$ cat src/rtl/cfrd_pkg.sv
package cfrd_pkg;

  // task-file register offsets
  localparam logic [2:0] REG_DATA = 3'd0;
  localparam logic [2:0] REG_FEAT = 3'd1;
  localparam logic [2:0] REG_SCNT = 3'd2;
  localparam logic [2:0] REG_LBA0 = 3'd3;
  localparam logic [2:0] REG_LBA1 = 3'd4;
  localparam logic [2:0] REG_LBA2 = 3'd5;
  localparam logic [2:0] REG_DEV  = 3'd6;
  localparam logic [2:0] REG_CMD  = 3'd7;   // status on read

  // status bit positions
  localparam int ST_BUSY = 7;
  localparam int ST_DRQ  = 3;
  localparam int ST_ERR  = 0;

  localparam logic [7:0] DEV_BASE    = 8'hE0;
  localparam logic [7:0] FEAT_8BIT   = 8'h01;
  localparam logic [7:0] CMD_SETFEAT = 8'hEF;
  localparam logic [7:0] CMD_RDSEC   = 8'h20;

  localparam logic [3:0] STEP_FEAT_CMD = 4'd2;
  localparam logic [3:0] STEP_READ_CMD = 4'd8;

  typedef struct packed {
    logic       we;
    logic [2:0] addr;
    logic [7:0] wdata;
  } acc_t;

  typedef enum logic [2:0] {
    C_IDLE, C_WR, C_POLL, C_DST, C_DDAT, C_EMIT
  } ctrl_st_t;

  function automatic logic [7:0] dev_byte(input logic [27:0] l);
    return DEV_BASE | {4'h0, l[27:24]};
  endfunction

  // write program: index -> register write
  function automatic acc_t prog_step(input logic [3:0] s, input logic [27:0] l);
    acc_t a;
    a.we = 1'b1;
    case (s)
      4'd0:    begin a.addr = REG_DEV;  a.wdata = DEV_BASE;    end
      4'd1:    begin a.addr = REG_FEAT; a.wdata = FEAT_8BIT;   end
      4'd2:    begin a.addr = REG_CMD;  a.wdata = CMD_SETFEAT; end
      4'd3:    begin a.addr = REG_LBA0; a.wdata = l[7:0];      end
      4'd4:    begin a.addr = REG_LBA1; a.wdata = l[15:8];     end
      4'd5:    begin a.addr = REG_LBA2; a.wdata = l[23:16];    end
      4'd6:    begin a.addr = REG_DEV;  a.wdata = dev_byte(l); end
      4'd7:    begin a.addr = REG_SCNT; a.wdata = 8'h01;       end
      4'd8:    begin a.addr = REG_CMD;  a.wdata = CMD_RDSEC;   end
      default: begin a.we = 1'b0; a.addr = REG_CMD; a.wdata = 8'h00; end
    endcase
    return a;
  endfunction

endpackage

$ cat src/rtl/cfrd_busio.sv
module cfrd_busio
  import cfrd_pkg::*;
#(
  parameter int STRB_CLKS = 2
) (
  input  logic       clk,
  input  logic       rst_n,
  input  logic       acc_req,
  input  acc_t       acc_in,
  output logic       acc_ack,
  output logic [7:0] acc_rdata,
  output logic [2:0] bus_addr,
  output logic       bus_cs_n,
  output logic       bus_rd_n,
  output logic       bus_wr_n,
  output logic [7:0] bus_dout,
  output logic       bus_dout_en,
  input  logic [7:0] bus_din
);
  localparam int SW = (STRB_CLKS < 2) ? 2 : STRB_CLKS;
  localparam int CW = $clog2(SW + 1);

  typedef enum logic [1:0] {B_IDLE, B_SETUP, B_STRB, B_HOLD} bst_t;

  bst_t          st;
  logic [CW-1:0] cnt;
  acc_t          cur;

  wire strb_last = (st == B_STRB) && (cnt == CW'(SW - 1));

  always_ff @(posedge clk) begin
    if (!rst_n) begin
      st        <= B_IDLE;
      cnt       <= '0;
      cur       <= '0;
      acc_rdata <= 8'h00;
    end else begin
      case (st)
        B_IDLE:  if (acc_req) begin cur <= acc_in; st <= B_SETUP; end
        B_SETUP: begin st <= B_STRB; cnt <= '0; end
        B_STRB:  begin
          if (strb_last) begin
            st <= B_HOLD;
            if (!cur.we) acc_rdata <= bus_din;
          end else begin
            cnt <= cnt + 1'b1;
          end
        end
        default: st <= B_IDLE;
      endcase
    end
  end

  assign acc_ack     = (st == B_HOLD);
  assign bus_cs_n    = (st == B_IDLE);
  assign bus_rd_n    = !((st == B_STRB) && !cur.we);
  assign bus_wr_n    = !((st == B_STRB) && cur.we);
  assign bus_addr    = cur.addr;
  assign bus_dout    = cur.wdata;
  assign bus_dout_en = cur.we && (st != B_IDLE);


  strobe_setup_chk: assert property (@(posedge clk) disable iff (!rst_n)
    ($fell(bus_rd_n) || $fell(bus_wr_n)) |-> $past(!bus_cs_n));

  strobe_release_chk: assert property (@(posedge clk) disable iff (!rst_n)
    ($rose(bus_rd_n) || $rose(bus_wr_n)) |-> !bus_cs_n);

  addr_stable_chk: assert property (@(posedge clk) disable iff (!rst_n)
    (!bus_cs_n && $past(!bus_cs_n)) |-> $stable(bus_addr));

  launch_idle_chk: assert property (@(posedge clk) disable iff (!rst_n)
    acc_req |-> bus_cs_n);

endmodule

$ cat src/rtl/cfrd_ctrl.sv
module cfrd_ctrl
  import cfrd_pkg::*;
#(
  parameter int SECTOR_BYTES = 512
) (
  input  logic        clk,
  input  logic        rst_n,
  input  logic        start,
  input  logic [27:0] lba,
  output logic        acc_req,
  output acc_t        acc_in,
  input  logic        acc_ack,
  input  logic [7:0]  acc_rdata,
  output logic        out_valid,
  input  logic        out_ready,
  output logic [7:0]  out_data,
  output logic        done,
  output logic        err
);
  localparam int CNTW = $clog2(SECTOR_BYTES + 1);

  ctrl_st_t        st;
  logic [3:0]      step;
  logic            phase;     // 0: after set-features, 1: after read command
  logic            waiting;
  logic [27:0]     lba_q;
  logic [CNTW-1:0] cnt;

  // decoded status events
  wire stat_busy = acc_rdata[ST_BUSY];
  wire stat_drq  = acc_rdata[ST_DRQ];
  wire stat_err  = acc_rdata[ST_ERR];
  wire room      = (cnt < CNTW'(SECTOR_BYTES));
  wire in_access = (st == C_WR) || (st == C_POLL) || (st == C_DST) || (st == C_DDAT);

  assign acc_req = in_access && !waiting;

  always_comb begin
    case (st)
      C_WR:    acc_in = prog_step(step, lba_q);
      C_DDAT:  acc_in = '{we: 1'b0, addr: REG_DATA, wdata: 8'h00};
      default: acc_in = '{we: 1'b0, addr: REG_CMD,  wdata: 8'h00};
    endcase
  end

  always_ff @(posedge clk) begin
    if (!rst_n) begin
      st        <= C_IDLE;
      step      <= 4'd0;
      phase     <= 1'b0;
      waiting   <= 1'b0;
      lba_q     <= '0;
      cnt       <= '0;
      out_valid <= 1'b0;
      out_data  <= 8'h00;
      done      <= 1'b0;
      err       <= 1'b0;
    end else begin
      if (acc_req) waiting <= 1'b1;
      case (st)
        C_IDLE: if (start) begin
          lba_q <= lba;
          step  <= 4'd0;
          phase <= 1'b0;
          cnt   <= '0;
          done  <= 1'b0;
          err   <= 1'b0;
          st    <= C_WR;
        end
        C_WR: if (acc_ack) begin
          waiting <= 1'b0;
          if (step == STEP_FEAT_CMD) begin
            phase <= 1'b0; st <= C_POLL;
          end else if (step == STEP_READ_CMD) begin
            phase <= 1'b1; st <= C_POLL;
          end
          step <= step + 4'd1;
        end
        C_POLL: if (acc_ack) begin
          waiting <= 1'b0;
          if (!stat_busy) begin
            if (stat_err) begin
              done <= 1'b1; err <= 1'b1; st <= C_IDLE;
            end else if (!phase) begin
              st <= C_WR;
            end else begin
              st <= C_DST;
            end
          end
        end
        C_DST: if (acc_ack) begin
          waiting <= 1'b0;
          if (!stat_busy) begin
            if (stat_err) begin
              done <= 1'b1; err <= 1'b1; st <= C_IDLE;
            end else if (!stat_drq) begin
              done <= 1'b1; st <= C_IDLE;
            end else begin
              st <= C_DDAT;
            end
          end
        end
        C_DDAT: if (acc_ack) begin
          waiting <= 1'b0;
          if (room) begin
            out_data  <= acc_rdata;
            out_valid <= 1'b1;
            st        <= C_EMIT;
          end else begin
            st <= C_DST;
          end
        end
        C_EMIT: if (out_ready) begin
          out_valid <= 1'b0;
          cnt       <= cnt + 1'b1;
          st        <= C_DST;
        end
        default: st <= C_IDLE;
      endcase
    end
  end


  hold_byte_chk: assert property (@(posedge clk) disable iff (!rst_n)
    (out_valid && !out_ready) |=> (out_valid && $stable(out_data)));

  no_launch_pending_chk: assert property (@(posedge clk) disable iff (!rst_n)
    out_valid |-> !acc_req);

  err_with_done_chk: assert property (@(posedge clk) disable iff (!rst_n)
    err |-> done);

  byte_limit_chk: assert property (@(posedge clk) disable iff (!rst_n)
    cnt <= CNTW'(SECTOR_BYTES));

  done_hold_chk: assert property (@(posedge clk) disable iff (!rst_n)
    (done && !start) |=> done);

endmodule

$ cat src/rtl/cfrd_seq.sv
module cfrd_seq
  import cfrd_pkg::*;
#(
  parameter int STROBE_CLKS  = 2,
  parameter int SECTOR_BYTES = 512
) (
  input  logic        clk,
  input  logic        rst_n,
  input  logic        start,
  input  logic [27:0] lba,
  output logic [2:0]  bus_addr,
  output logic        bus_cs_n,
  output logic        bus_rd_n,
  output logic        bus_wr_n,
  output logic [7:0]  bus_dout,
  output logic        bus_dout_en,
  input  logic [7:0]  bus_din,
  output logic        out_valid,
  input  logic        out_ready,
  output logic [7:0]  out_data,
  output logic        done,
  output logic        err
);
  logic       acc_req;
  acc_t       acc_in;
  logic       acc_ack;
  logic [7:0] acc_rdata;

  cfrd_ctrl #(.SECTOR_BYTES(SECTOR_BYTES)) u_ctrl (
    .clk(clk), .rst_n(rst_n), .start(start), .lba(lba),
    .acc_req(acc_req), .acc_in(acc_in), .acc_ack(acc_ack), .acc_rdata(acc_rdata),
    .out_valid(out_valid), .out_ready(out_ready), .out_data(out_data),
    .done(done), .err(err)
  );

  cfrd_busio #(.STRB_CLKS(STROBE_CLKS)) u_bus (
    .clk(clk), .rst_n(rst_n),
    .acc_req(acc_req), .acc_in(acc_in), .acc_ack(acc_ack), .acc_rdata(acc_rdata),
    .bus_addr(bus_addr), .bus_cs_n(bus_cs_n), .bus_rd_n(bus_rd_n), .bus_wr_n(bus_wr_n),
    .bus_dout(bus_dout), .bus_dout_en(bus_dout_en), .bus_din(bus_din)
  );


  strobe_excl_chk: assert property (@(posedge clk) disable iff (!rst_n)
    !(!bus_rd_n && !bus_wr_n));

endmodule

$ cat config.mk
export PLATFORM = sky130hd
export DESIGN_NAME = cfrd_seq
export DESIGN_NICKNAME = d
export VERILOG_FILES = /design/src/rtl/cfrd_pkg.sv /design/src/rtl/cfrd_busio.sv /design/src/rtl/cfrd_ctrl.sv /design/src/rtl/cfrd_seq.sv
export SDC_FILE = /design/constraint.sdc
export NUM_CORES = 1
export LEC_CHECK = 0
export BUFFER_PORTS_ARGS = -buffer_cell sky130_fd_sc_hd__buf_2
export CAP_MARGIN = 15
export CORE_ASPECT_RATIO = 0.7
export CORE_MARGIN = 2
export CORE_UTILIZATION = 50
export CTS_CLUSTER_DIAMETER = 150
export CTS_CLUSTER_SIZE = 30
export DETAILED_ROUTE_END_ITERATION = 7
export PLACE_DENSITY = 0.76
export SYNTH_ARGS = -nofsm -noshare
export SYNTH_HDL_FRONTEND = slang
export SYNTH_SLANG_ARGS = --single-unit
$ cat constraint.sdc
create_clock -name clk -period 1.72 [get_ports clk]
set_input_delay 0.172 -clock clk [delete_from_list [all_inputs] [get_ports clk]]
set_output_delay 0.172 -clock clk [all_outputs]
set_load 0.02 [all_outputs]
**Yosys cells after proc, flatten, opt, wreduce, memory -nomap -nowiden**

Index checks and enable logic that the tools add are counted.

- Reductions and logical operators: 38
- Bitwise gates (word level): 1
- Div/mod/pow operators: 0
- Muxes and demuxes: 51
- Equality and inequality tests: 35
- Shift-type cells: 0
- Multiply operators: 0
- Add/sub/neg operators: 3
- Magnitude comparators: 1

Operator list:

| kind | count |
|---|---|
| 11-bit one-hot mux with 9 select lines | 1 |
| 3-bit 2-to-1 mux | 14 |
| 12-bit one-hot mux with 2 select lines | 1 |
| 10-bit 2-to-1 mux | 2 |
| 2-bit inequality test (second input constant) | 10 |
| 10-bit one-hot mux with 2 select lines | 1 |
| 1-bit 2-to-1 mux | 18 |
| 3-bit one-hot mux with 6 select lines | 1 |
| 4-bit by 3-bit equality test with 1-bit output (second input constant) | 4 |
| 2-bit by 1-bit inequality test with 1-bit output (second input constant) | 6 |
| 3-bit AND reduction | 4 |
| 2-bit nonzero test | 6 |
| 10-bit by 1-bit adder with 10-bit output (second input constant) | 1 |
| 10-bit < comparator (second input constant) | 1 |
| 9-bit AND reduction | 1 |
| 9-bit OR reduction | 1 |
| 4-bit by 2-bit equality test with 1-bit output (second input constant) | 2 |
| 2-bit 2-to-1 mux | 4 |
| 4-bit 2-to-1 mux | 2 |
| 4-bit one-hot mux with 2 select lines | 1 |
| 2-bit AND reduction | 4 |
| 4-bit AND reduction | 2 |
| 8-bit AND reduction | 1 |
| 3-bit by 2-bit equality test with 1-bit output (second input constant) | 2 |
| other kinds (24) | 39 |

- Memories kept: 0
- Logic and storage cells: 145
- Register bits after elaboration: 82
- RAM bits: 0
- Latch bits: 0
- Bits in read-only memories: 0

**Longest topological paths before layout**

- Word-level depth: 8
- Mapped depth: 7
- Mapped depth without buffers: 6

**Modules after synthesis**

From an unflattened synthesis, not the netlist that was laid out.

- Cells, all modules: 499
- Area total of the unflattened synthesis: 4,177.8 µm²

Modules (own cells, without submodules):

| module | instances | cells an instance | seq. area each (µm²) | area an instance (µm²) |
|---|---|---|---|---|
| cfrd_ctrl | 1 | 366 | 1,161.1 | 2,990.4 |
| cfrd_busio | 1 | 133 | 480.5 | 1,187.4 |

**Least setup slack after synthesis**

Ideal clock, no wire load.

- Path kind: reg-to-reg
- Start point: reg u_ctrl.st[0]
- End point: reg u_ctrl.cnt[8]
- Cell stages (with the launch flop): 7
- Arrival: 1.802 ns
- Data required time: 1.649 ns
- Slack: -0.153 ns
- Clock period less this slack: 1.873 ns
- Setup time: 0.071 ns
- Cell sequence: dfxtp_1 buf_6 or3b_1 buf_2 a2111o_1 or3_1 a21oi_1

- Word-level cells in the longest chain between the ends: 3
- Elaborated cells on any way between the ends: 7
- Classes of those cells: 3 x eq/ne; 1 x mux; 3 x reduce/logical

RTL lines:

| what | RTL line | RTL |
|---|---|---|
| from (decl) | cfrd_ctrl.sv:22 | `ctrl_st_t st;` |
| from (signal assigned) | cfrd_ctrl.sv:48 | `st <= C_IDLE;` |
| from (signal assigned) | cfrd_ctrl.sv:68 | `st <= C_WR;` |
| from (signal assigned) | cfrd_ctrl.sv:73 | `phase <= 1'b0; st <= C_POLL;` |
| 3-bit equality test / 3-bit logical NOT (equally long branches) | cfrd_ctrl.sv:60 | `case (st)` |
| 2-bit inequality test (no line) / 2-bit nonzero test (equally long branches) | - |  |
| 3-bit AND reduction (no line) | - |  |
| to (signal assigned) | cfrd_ctrl.sv:115 | `cnt <= cnt + 1'b1;` |
| to (decl) | cfrd_ctrl.sv:27 | `logic [CNTW-1:0] cnt;` |

Parallel ways exist; a longest one is shown, timed or not.
A chain may end at the register's enable or synchronous reset.

**Worst setup path in the final report**

- Start point: reg u_ctrl.step[0]
- End point: reg u_bus.cur (netlist bit u_bus.bus_dout[1])

- Word-level cells in the longest chain between the ends: 3
- Elaborated cells on any way between the ends: 11
- Classes of those cells: 8 x eq/ne; 2 x mux; 1 x reduce/logical

RTL lines:

| what | RTL line | RTL |
|---|---|---|
| from (decl) | cfrd_ctrl.sv:23 | `logic [3:0] step;` |
| from (signal assigned) | cfrd_ctrl.sv:77 | `step <= step + 4'd1;` |
| 4-bit equality test, or another cell as far along | cfrd_pkg.sv:44 | `case (s)` |
| 11-bit one-hot mux with 9 select lines (*) | cfrd_pkg.sv:44 |  |
| 12-bit one-hot mux with 2 select lines (*) | cfrd_ctrl.sv:39 | `case (st)` |
| to (signal assigned) | cfrd_busio.sv:35 | `cur <= '0;` |
| to (signal assigned) | cfrd_busio.sv:39 | `B_IDLE: if (acc_req) begin cur <= acc_in; st <= B_SETUP; end` |
| to (decl) | cfrd_busio.sv:27 | `acc_t cur;` |

Mark *: on every way between the ends. The rest lies on a longest branch, timed or not.

==> reports/summary.md <==
The first routing iteration left 279 violations. During synthesis, Yosys emitted a total of 0 warnings. At the worst endpoint, the required time is 1970 ps. No sink is reached through more buffers than the 2 on the longest clock path. From bottom edge to top edge, the die measures 77.2 µm.

The total of endpoints with negative setup slack in the final report is 2, and the stage delay of the slowest cell on the critical path is 460 ps. The run gives 360 ps as the latest clock arrival within the worst-skew pair. The aggregate global-route resource usage came out at 0.241. The design area was 4920 µm²; the share of the clock period used by the worst path after layout was 1.02. The post-layout net count was 598; the final cell utilization of the core was 0.670. The number of input and output port buffers inserted was 65; the cell area after placement was 4490 µm².

The first global-routing pass estimated 15900 µm of wire. After global routing the overflow that remains totals 0. VDD sags by at most 0.632 mV. The logs give 3830 µm² for the post-synthesis instance area and 0 for the total of max-cap violations. The slowest stage of the critical path belongs to the cell a222oi_1. The capturing element type of the critical path is a register.

After floorplanning, the core was divided into 26 placement rows. In this run the worst hold path is classified as input pin to register. The run gives 3345 as the via count of the first global-routing pass. At the pin with the least slew margin, the transition time is 450 ps.

In the synthesized netlist, the number of instances is 459. The async set-or-reset flop fraction in the synthesized netlist came out at 0. For the worst setup path, the data arrival time is 2000 ps.

In the synthesized netlist the dominant register cell turns out to be dfxtp_1. The run gives 0.919 as the placer congestion estimate. Wires add up to 10000 µm. The H-tree depth was 3; the mean routed wirelength per cell was 15.5 µm.

In the routed layout, each cell is associated on average with a via count of 5.59. The number of clock sinks was 82. The logs give 632 for the cell count after placement and 510 for the number of nets in the synthesized netlist.

Traced cell by cell, the critical path runs through buf_6 > ha_4 > buf_6 > a222oi_1 > a22oi_1 > a22o_1. The count of final hold-check violations was 0; the number of antenna violations at the first check in global routing was 0. The routed design could run at a clock period as short as 1750 ps.

The post-synthesis register bit count came out at 82. In this run, synthesis inferred 0 flip-flops with an integrated enable. The number of library cell types mapped by synthesis is 54. For the number of pins exceeding their max-slew limit in the final report, the log shows 0. The area growth from synthesis to layout is 28.6%.

The routed layout has 3633 vias. The root buffer cell was clkbuf_8. TritonCTS built the clock tree.

For the placeable core region, the log shows 7350 µm². Once layout is complete, the cells apart from fillers number 650. The maximum fanout encountered on the critical timing path is 6. For the starting density of the core, the log shows 0.521. The sequential fraction of the synthesis area was 0.429.

Setup slack of the most critical reg-to-reg path: -30 ps. The flow ran to the end, but the final reports show violations. Entering global routing, the biggest net connects 46 pins. The count of inserted antenna diode cells was 0; the leakage power total was 0.00207 µW. The proportion of layout cells with a drive suffix above 1 works out to 0.303.

The number of detailed-routing iterations run before antenna repair is 5, and the mean instance size in the synthesized netlist is 8.34 µm². 66 I/O pins were placed. For this design the ratio of total power to cell area is 1140 nW/µm².

Category of the critical setup timing path: register to register. Between clock sinks in the finished design, the worst skew comes to 6.32 ps. The run gives 8380 µm² as the full die area. In the routed design, unresolved DRC markers number 0. The remaining number of nets flagged by the antenna check after routing is 0.

STA classifies the critical path startpoint as a register. In this run the horizontal extent of the chip is 109 µm. After legalization and detailed placement, the total HPWL measured 7150 µm.

Timing would allow up to 0.572 GHz. For the final worst setup slack, the log shows -27.0 ps. In this design, the critical path's most frequently occurring cell is buf_6. For the number of buffers created by CTS, the log shows 9.

The relative slew slack is 0.700, and the clock-pin slew reported for the worst setup and hold paths after clock tree synthesis is 80 ps. Setup repair after global routing could not meet its margin everywhere. The checks that failed: setup timing.
## Yosys cell counts, drive strengths merged (2+ instances only)
cell type	instances	area share
o21a	3	0.0059
nand2	75	0.074
o21ai	11	0.014
and2	5	0.0082
or4	2	0.0039
ha	11	0.036
a2bb2oi	3	0.0069
dfxtp	82	0.43
nor2b	6	0.0098
a211oi	3	0.0059
nand4	5	0.0082
nor3b	3	0.0059
a2111oi	2	0.0046
a2111o	2	0.0059
a311oi	3	0.0069
nand3	11	0.014
a21oi	46	0.060
a21o	2	0.0039
xnor2	5	0.011
inv	16	0.016
a31oi	3	0.0049
or3	6	0.0098
o2bb2ai	3	0.0069
buf	18	0.031
nand2b	7	0.011
clkbuf	22	0.022
or3b	2	0.0046
o211ai	4	0.0078
nor2	40	0.039
nor3	4	0.0078
a22oi	7	0.014
a222oi	3	0.0078
a221oi	4	0.0091
a22o	5	0.011
mux2i	19	0.050
nor4	3	0.0049
## metal layers
metal | share of wire | wire length, µm | GRT usage
met1 | 0.46 | 4650 | 0.342
met2 | 0.45 | 4510 | 0.361
met3 | 0.074 | 746 | 0.0646
met4 | 0.015 | 146 | 0.0654
met5 | 0 | 0 | 0
## kinds of logic after synthesis
group           Yosys count  synth area share
fa+ha+maj                11            0.0359
mux                      19            0.0497
simple gates            174             0.211
xor+xnor                  6            0.0137
compound gates          111             0.192
flops                    82             0.429
buf+inv                  56            0.0686
## what timing repair did
item / CTS / global route
buffers inserted: 0 / 2
pin swaps: 2 / 12
gates resized for setup: 7 / 35
endpoints found under the setup margin: 13 / 52
hold buffers: 0 / 0
## sequential cells by signal, indices dropped and copies added (netlist names)
signal and count:
u_ctrl.phase 1, u_bus.acc_rdata 8, u_ctrl.done 1, u_ctrl.out_data 8, u_bus.cnt 2, u_ctrl.cnt 10
u_ctrl.err 1, u_bus.bus_addr 3, u_ctrl.waiting 1, u_ctrl.st 3, u_ctrl.step 4, u_bus.cur 1
u_bus.st 2, u_bus.bus_dout 8, u_ctrl.out_valid 1, u_ctrl.lba_q 28
## path summary, 6_finish.rpt
check | startpoint | to | cells past startpoint
worst max-delay path | u_ctrl.step[0]$_SDFFE_PN0P_ | u_bus.bus_dout[1]$_SDFFE_PN0P_ | 6
worst min-delay path | lba[27] | u_ctrl.lba_q[27]$_SDFFE_PN0P_ | 3
worst max register to register | u_ctrl.step[0]$_SDFFE_PN0P_ | u_bus.bus_dout[1]$_SDFFE_PN0P_ | 6
worst min register to register | u_ctrl.lba_q[1]$_SDFFE_PN0P_ | u_ctrl.lba_q[1]$_SDFFE_PN0P_ | 2
## critical path, delay by kind of cell, from the launching register on
| kind | cells | cell delay (ps) |
|---|---|---|
| compound gates | 3 | 870 |
| flops | 1 | 340 |
| buf+inv | 2 | 260 |
| fa+ha+maj | 1 | 160 |
## where the power goes
group	internal, µW	total, µW	switching [µW]
clock network	1040	1730	688
registers	2090	2220	129
logic	737	1670	933
total	3870	5620	1750
## layout by cell type, fill, tap and decap left out, types with 3 or more instances in the layout
cell / Yosys / layout
a211oi_1: 3 / 3
a21oi_1: 46 / 46
a221oi_1: 4 / 3
a222oi_1: 3 / 3
a22o_1: 5 / 5
a22oi_1: 7 / 7
a2bb2oi_1: 3 / 3
and2_1: 5 / 5
buf_12: 0 / 3
buf_2: 3 / 65
buf_4: 11 / 45
buf_6: 1 / 4
bufinv_16: 0 / 3
clkbuf_8: 0 / 11
dfxtp_1: 82 / 76
dfxtp_2: 0 / 6
ha_1: 11 / 5
ha_2: 0 / 3
ha_4: 0 / 3
inv_1: 16 / 14
mux2i_1: 19 / 19
nand2_1: 75 / 74
nand2b_1: 7 / 7
nand3_1: 11 / 11
nand4_1: 5 / 5
nor2_1: 40 / 40
nor2b_1: 6 / 4
o211ai_1: 4 / 4
o21a_1: 3 / 3
o21ai_0: 11 / 9
o2bb2ai_1: 3 / 3
or3_1: 6 / 4
xnor2_1: 5 / 5
## area by class of cell
class                      count  area (µm²)
inverter                      16        65.1
tap                           98         123
clock buffer                  12         155
sequential                    82        1650
timing repair buffer         117         768
fill                         587        2430
multi-input combinational    321        2060
clock inverter                 4        97.6
## per-stage QoR
| stage | total power (µW) | setup WS [ps] | setup TNS, ps | hold slack, ps |
|---|---|---|---|---|
| after floorplan | 3240 | -107 | -382 | 308 |
| after global placement | 3720 | -12.6 | -21.6 | 403 |
| after detailed placement | 3770 | -99.9 | -259 | 413 |
| after CTS | 5510 | -12.3 | -12.6 | 31.9 |
| after global routing | 5890 | -63.2 | -234 | 45.9 |
| final | 5620 | -27.0 | -51.1 | 42.0 |
Power figures use the tool's default switching activity.
